$ cat config.mk
export PLATFORM = sky130hd
export DESIGN_NAME = cpu_regfile
export DESIGN_NICKNAME = d
export VERILOG_FILES = /design/src/rtl/regfile_pkg.sv /design/src/rtl/rf_data_bank.sv /design/src/rtl/rf_addr_bank.sv /design/src/rtl/rf_read_port.sv /design/src/rtl/cpu_regfile.sv
export SDC_FILE = /design/constraint.sdc
export NUM_CORES = 2
export LEC_CHECK = 0
export ABC_AREA = 1
export CAP_MARGIN = 20
export CORE_ASPECT_RATIO = 0.7
export CORE_MARGIN = 5
export CORE_UTILIZATION = 35
export CTS_BUF_LIST = sky130_fd_sc_hd__clkbuf_2 sky130_fd_sc_hd__clkbuf_4 sky130_fd_sc_hd__clkbuf_8
export DETAILED_ROUTE_END_ITERATION = 8
export HOLD_SLACK_MARGIN = 0.06
export SYNTH_ARGS = -nofsm -noshare
export SYNTH_HDL_FRONTEND = slang
export SYNTH_SLANG_ARGS = --single-unit
$ cat constraint.sdc
create_clock -name clk -period 2.45 [get_ports clk]
set_input_delay 0.49 -clock clk [delete_from_list [all_inputs] [get_ports clk]]
set_output_delay 0.49 -clock clk [all_outputs]
set_load 0.02 [all_outputs]
$ cat src/rtl/regfile_pkg.sv
package regfile_pkg;

    parameter int unsigned XLEN  = 32;
    parameter int unsigned IDX_W = 3;
    localparam int unsigned HALF_W = XLEN / 2;
    localparam int unsigned BYTE_W = 8;

    typedef enum logic [1:0] {
        SZ_BYTE = 2'b00,
        SZ_WORD = 2'b01,
        SZ_LONG = 2'b10,
        SZ_RSVD = 2'b11
    } opsize_e;

    typedef struct packed {
        logic             en;
        logic             is_addr;
        logic [IDX_W-1:0] idx;
        opsize_e          size;
        logic [XLEN-1:0]  data;
    } wr_req_t;

    // Merge a short operand into the old contents of a data register.
    function automatic logic [XLEN-1:0] merge_data(
        input logic [XLEN-1:0] old_v,
        input logic [XLEN-1:0] src,
        input opsize_e         sz
    );
        logic [XLEN-1:0] r;
        case (sz)
            SZ_BYTE: r = {old_v[XLEN-1:BYTE_W], src[BYTE_W-1:0]};
            SZ_WORD: r = {old_v[XLEN-1:HALF_W], src[HALF_W-1:0]};
            default: r = src;
        endcase
        return r;
    endfunction

    // Widen a source for an address register: word sources sign-extend.
    function automatic logic [XLEN-1:0] widen_addr(
        input logic [XLEN-1:0] src,
        input opsize_e         sz
    );
        logic [XLEN-1:0] r;
        if (sz == SZ_WORD)
            r = {{(XLEN-HALF_W){src[HALF_W-1]}}, src[HALF_W-1:0]};
        else
            r = src;
        return r;
    endfunction

    // Shape a stored value for a read port according to class and size.
    function automatic logic [XLEN-1:0] shape_read(
        input logic [XLEN-1:0] v,
        input opsize_e         sz,
        input logic            is_addr
    );
        logic [XLEN-1:0] r;
        r = v;
        if (is_addr) begin
            if (sz == SZ_BYTE || sz == SZ_WORD)
                r = {{(XLEN-HALF_W){1'b0}}, v[HALF_W-1:0]};
        end else begin
            case (sz)
                SZ_BYTE: r = {{(XLEN-BYTE_W){1'b0}}, v[BYTE_W-1:0]};
                SZ_WORD: r = {{(XLEN-HALF_W){1'b0}}, v[HALF_W-1:0]};
                default: r = v;
            endcase
        end
        return r;
    endfunction

endpackage

$ cat src/rtl/rf_data_bank.sv
module rf_data_bank
    import regfile_pkg::*;
#(
    parameter int unsigned NUM_REGS = 8
) (
    input  logic                     clk,
    input  logic                     rst,
    input  wr_req_t                  req,
    output logic [NUM_REGS*XLEN-1:0] regs_flat
);

    generate
        for (genvar i = 0; i < NUM_REGS; i++) begin : g_dreg
            logic [XLEN-1:0] q;
            logic            hit;

            assign hit = req.en && !req.is_addr && (req.idx == IDX_W'(i));

            always_ff @(posedge clk) begin
                if (rst)
                    q <= '0;
                else if (hit)
                    q <= merge_data(q, req.data, req.size);
            end

            assign regs_flat[i*XLEN +: XLEN] = q;
        end
    endgenerate

endmodule

$ cat src/rtl/rf_addr_bank.sv
module rf_addr_bank
    import regfile_pkg::*;
#(
    parameter int unsigned NUM_GP = 7
) (
    input  logic                   clk,
    input  logic                   rst,
    input  logic                   priv_sup,
    input  wr_req_t                req,
    output logic [NUM_GP*XLEN-1:0] gp_flat,
    output logic [XLEN-1:0]        usp_q,
    output logic [XLEN-1:0]        ssp_q,
    output logic                   reject
);

    localparam logic [IDX_W-1:0] SP_IDX = IDX_W'(NUM_GP);

    logic            accept;
    logic [XLEN-1:0] wide_v;
    logic            sp_hit;

    assign reject = req.en && req.is_addr && (req.size == SZ_BYTE);
    assign accept = req.en && req.is_addr && (req.size != SZ_BYTE);
    assign wide_v = widen_addr(req.data, req.size);
    assign sp_hit = accept && (req.idx == SP_IDX);

    generate
        for (genvar i = 0; i < NUM_GP; i++) begin : g_areg
            logic [XLEN-1:0] q;

            always_ff @(posedge clk) begin
                if (rst)
                    q <= '0;
                else if (accept && (req.idx == IDX_W'(i)))
                    q <= wide_v;
            end

            assign gp_flat[i*XLEN +: XLEN] = q;
        end
    endgenerate

    always_ff @(posedge clk) begin
        if (rst) begin
            usp_q <= '0;
            ssp_q <= '0;
        end else if (sp_hit) begin
            if (priv_sup)
                ssp_q <= wide_v;
            else
                usp_q <= wide_v;
        end
    end

endmodule

$ cat src/rtl/rf_read_port.sv
module rf_read_port
    import regfile_pkg::*;
#(
    parameter int unsigned NUM_D  = 8,
    parameter int unsigned NUM_GP = 7
) (
    input  logic [NUM_D*XLEN-1:0]  d_flat,
    input  logic [NUM_GP*XLEN-1:0] a_flat,
    input  logic [XLEN-1:0]        usp_q,
    input  logic [XLEN-1:0]        ssp_q,
    input  logic                   priv_sup,
    input  logic                   is_addr,
    input  logic [IDX_W-1:0]       idx,
    input  opsize_e                size,
    output logic [XLEN-1:0]        data
);

    logic [XLEN-1:0] d_sel;
    logic [XLEN-1:0] a_sel;

    always_comb begin
        d_sel = '0;
        for (int i = 0; i < NUM_D; i++) begin
            if (idx == IDX_W'(i))
                d_sel = d_flat[i*XLEN +: XLEN];
        end
    end

    always_comb begin
        a_sel = priv_sup ? ssp_q : usp_q;
        for (int i = 0; i < NUM_GP; i++) begin
            if (idx == IDX_W'(i))
                a_sel = a_flat[i*XLEN +: XLEN];
        end
    end

    assign data = shape_read(is_addr ? a_sel : d_sel, size, is_addr);

endmodule

$ cat src/rtl/cpu_regfile.sv
module cpu_regfile
    import regfile_pkg::*;
#(
    parameter int unsigned NUM_D  = 8,
    parameter int unsigned NUM_GP = 7
) (
    input  logic        clk,
    input  logic        rst,
    input  logic        priv_sup,
    input  logic        wr_en,
    input  logic        wr_is_addr,
    input  logic [2:0]  wr_idx,
    input  logic [1:0]  wr_size,
    input  logic [31:0] wr_data,
    output logic        wr_reject,
    input  logic        rd0_is_addr,
    input  logic [2:0]  rd0_idx,
    input  logic [1:0]  rd0_size,
    output logic [31:0] rd0_data,
    input  logic        rd1_is_addr,
    input  logic [2:0]  rd1_idx,
    input  logic [1:0]  rd1_size,
    output logic [31:0] rd1_data
);

    localparam int unsigned NUM_RD = 2;

    wr_req_t                  req;
    logic [NUM_D*XLEN-1:0]    d_flat;
    logic [NUM_GP*XLEN-1:0]   a_flat;
    logic [XLEN-1:0]          usp_q;
    logic [XLEN-1:0]          ssp_q;

    logic             rp_is_addr [NUM_RD];
    logic [IDX_W-1:0] rp_idx     [NUM_RD];
    opsize_e          rp_size    [NUM_RD];
    logic [XLEN-1:0]  rp_data    [NUM_RD];

    assign req.en      = wr_en;
    assign req.is_addr = wr_is_addr;
    assign req.idx     = wr_idx;
    assign req.size    = opsize_e'(wr_size);
    assign req.data    = wr_data;

    rf_data_bank #(.NUM_REGS(NUM_D)) u_dbank (
        .clk       (clk),
        .rst       (rst),
        .req       (req),
        .regs_flat (d_flat)
    );

    rf_addr_bank #(.NUM_GP(NUM_GP)) u_abank (
        .clk      (clk),
        .rst      (rst),
        .priv_sup (priv_sup),
        .req      (req),
        .gp_flat  (a_flat),
        .usp_q    (usp_q),
        .ssp_q    (ssp_q),
        .reject   (wr_reject)
    );

    assign rp_is_addr[0] = rd0_is_addr;
    assign rp_idx[0]     = rd0_idx;
    assign rp_size[0]    = opsize_e'(rd0_size);
    assign rp_is_addr[1] = rd1_is_addr;
    assign rp_idx[1]     = rd1_idx;
    assign rp_size[1]    = opsize_e'(rd1_size);

    generate
        for (genvar p = 0; p < NUM_RD; p++) begin : g_rport
            rf_read_port #(.NUM_D(NUM_D), .NUM_GP(NUM_GP)) u_rp (
                .d_flat   (d_flat),
                .a_flat   (a_flat),
                .usp_q    (usp_q),
                .ssp_q    (ssp_q),
                .priv_sup (priv_sup),
                .is_addr  (rp_is_addr[p]),
                .idx      (rp_idx[p]),
                .size     (rp_size[p]),
                .data     (rp_data[p])
            );
        end
    endgenerate

    assign rd0_data = rp_data[0];
    assign rd1_data = rp_data[1];

endmodule

==> impl_results.md <==
- Via count: 34500
- Total track usage: 0.282
- Core region area: about 0.083 mm^2
- Buffers on Ports: about 120
- Syn-to-layout area delta: 46.9%
- CTS root buf: clkbuf_8
- Most used routing layer: met2
- Fillers: 7774
- Slew Viols, Final: 0
- Clock sink total: roughly 540
- Die width: ~360 um
- Clock Skews: 0 ps
- # rows: about 90
- Worst-path clk slew: ~70 ps
- Most frequent cells in the layout: 1084 x nand2_1, 501 x dfxtp_1, 491 x a21oi_1
- Period utilization: 1.11
- GPL Wtd Cong: a little over 0.9
- Kind of critical path: input port to primary output
- H-tree Lvls: 3
- Largest net degree at the start of global routing: 78
- Routed len/inst: 21.9 um
- Worst R2R Setup Slack: 80 ps
- Synthesis Warnings: 0
- Grt total ovfl: 0
- Clk Latency, worst-skew pair: 720 ps
- Antenna-violating nets left: 0
- Min cycle time layout: around 2700 ps
- FF+latch count, synth: ~540
- Syn Std Cell Area: 0.0292 mm^2
- Static leakage power: approximately 0.017 uW
- Worst-case clock buffer depth: 3
- # hold bufs at CTS: 0
- Crit-path max FO: 6
- Grt met2 use: 0.427
- CTS tree: built
- Routing usage on met3: 0.0684
- Total Wirelength: 136000 um
- Nature of the critical path endpoint: primary output
- Status: complete, but fails checks
- Worst Path Arrival: 2220 ps
- WHS: approximately 150 ps
- Final Hold Violating Endpoints: 0
- # diodes: 0
- Most common cell after layout, fill and taps aside: nand2_1
- Peak supply drop: 0.470 mV
- Vias in the first global route: between 30000 and 40000
- Starting density of the core: 0.354
- Reg2reg path depth: 17
- Placed insts: approximately 6000
- WP data required: 1960 ps
- DRT Pass-1 Iters: 9
- Power Density: 514 mW/mm^2
- Reg2reg start: u_abank.usp_q[30]
- Initial antenna violation count: 1
- Cell taking the most area after synthesis: dfxtp_1
- Dominant cells by area after synthesis: dfxtp_1 37%, nand2_1 17%, a21oi_1 9.5%
- Reg2reg end: u_abank.usp_q[30]
- Met1 Track Usage GR: 0.385
- CTS buffer count: slightly below 90
- Hold_sp: rst
- Post-synthesis sequential area ratio: 0.372
- First-pass GRT wire length: approximately 200000 um
- Nets@finish: 5099
- Min-delay worst type: input port to register
- Slew HR: 0.587
- Syn Inst Count: 4569
- Setup violators final: 64
- Vias per cell: 5.57
- RSZ-0062 raised after global routing: true
- Post-synth top area share: 0.372
- FMAX: 369 MHz
- Initial DRC Count: around 4000
- Die height: 252 um
- Failing checks: negative setup slack
- Syn_nets: between 4000 and 5000
- Dpl hpwl: 86800 um
- Tightest Pin Transition: 619 ps
- Drc violations: 0
- CP startpoint kind: input port
- Maxcap violations: 0
- Hold Path Depth: 2
- Distinct cells, synth: 33
- Non-Filler Instances: about 6200
- Layout cells sized above 1: 0.328
- Avg Inst Size Synth: 6.40 um^2
- Final WS setup: -261 ps
- Num ports: 119
- Worst hold path endpoint: u_dbank.g_dreg[7].q[5]
- Die ar.: 0.0895 mm^2
where the power goes:
part | switching [uW] | leakage, uW | internal, uW
combinational | 2690 | 0.0118 | 1780
clock | 4010 | 0.000976 | 4590
sequential | 57.6 | 0.00441 | 8960
total | 6760 | 0.0172 | 15300
critical path: stages:
cell and delay [ps]:
buf_8 100, buf_6 120, nor3_4 210, buf_12 140, buf_8 130, buf_16 150, buf_6 110, nor2_1 30
nand2_1 50, nand3_1 60, nand3_1 90, nand2_1 70, a21oi_2 150, buf_6 150, nor2_4 40, buf_6 120
layout make-up:
class | instances | area (um^2) | area share
clock buffers | 145 | 1800 | 0.0418
clock inverters | 7 | 42.5 | 0.000990
inverters | 387 | 1530 | 0.0356
multi-input cells | 3260 | 18200 | 0.424
flip-flops and latches | 544 | 10900 | 0.255
well taps | 1080 | 1350 | 0.0315
repair buffers | 764 | 9090 | 0.212
logic make-up after synthesis:
kind of cell	count (synthesis)	share of synthesized area
mux	1	0.000342
compound gates	1012	0.210
flops	544	0.372
simple gates	2247	0.315
buf+inv	765	0.103
stage by stage:
| stage | area [um^2] | setup slack [ps] | power (uW) | utilization | TNS (ps) |
|---|---|---|---|---|---|
| 2_1_floorplan | 29300 | 3.18 | 10800 | - | 0 |
| 3_3_place_gp | 35300 | -1310 | 12600 | 0.427 | -87310 |
| 3_5_place_dp | 35300 | -1370 | 12600 | 0.427 | -89300 |
| 4_1_cts | 40800 | -304 | 21600 | 0.494 | -13340 |
| 5_1_grt | 43000 | -336 | 22700 | 0.520 | -14770 |
| 6_report | 43000 | -261 | 22100 | 0.520 | -10030 |
sequential cells by signal, indices dropped and copies added (netlist names):
register,flops
u_dbank.g_dreg.q,256
u_abank.g_areg.q,224
u_abank.ssp_q,32
u_abank.usp_q,32
per-layer routing:
metal	routed length, um	up-vias
met5	0	-
met4	6820	0
met3	14700	397
met2	57700	1894
met1	56400	16200
li1	-	16000
cell usage after synthesis:
library cell  number
buf_4              4
clkinv_1           3
o21ai_1           10
nor3_2             2
o22ai_1           24
nor2_2             6
nand2_2            1
inv_2             26
nand3_1          306
or2_0              3
mux2i_1            1
nand2_1         1352
buf_6              3
buf_1             36
nor2_1           462
o21ai_0           92
o211ai_1          10
a211oi_2          35
nor4_1             2
buf_2             75
a22oi_1            6
dfxtp_1          544
nor3_4             3
o221ai_1           5
o2111ai_1         15
nor2_4            11
clkbuf_1         260
nor3_1            12
nand4_1           63
a21oi_1          553
inv_1            358
a211oi_1         262
or2_2             24
timing repair:
item | 4_1_cts | 5_1_grt
buffers inserted | 113 | 57
pin swaps | 246 | 285
gates cloned | 24 | 9
endpoints found under the setup margin | 65 | 68
gates resized for setup | 961 | 471
worst max-delay path by stage:
stage	slack (ps)	end	cells past startpoint	from
finish	-260	rd1_data[23]	16	rd1_idx[2]
global route	-340	rd1_data[23]	16	rd1_idx[2]
CTS	-300	rd0_data[17]	12	u_abank.usp_q[17]
detailed placement	-1370	rd0_data[28]	13	rd0_idx[1]
global placement	-1310	rd0_data[28]	13	rd0_idx[1]
floorplan	3	rd0_data[30]	9	rd0_idx[0]
Power figures use the tool's default switching activity.
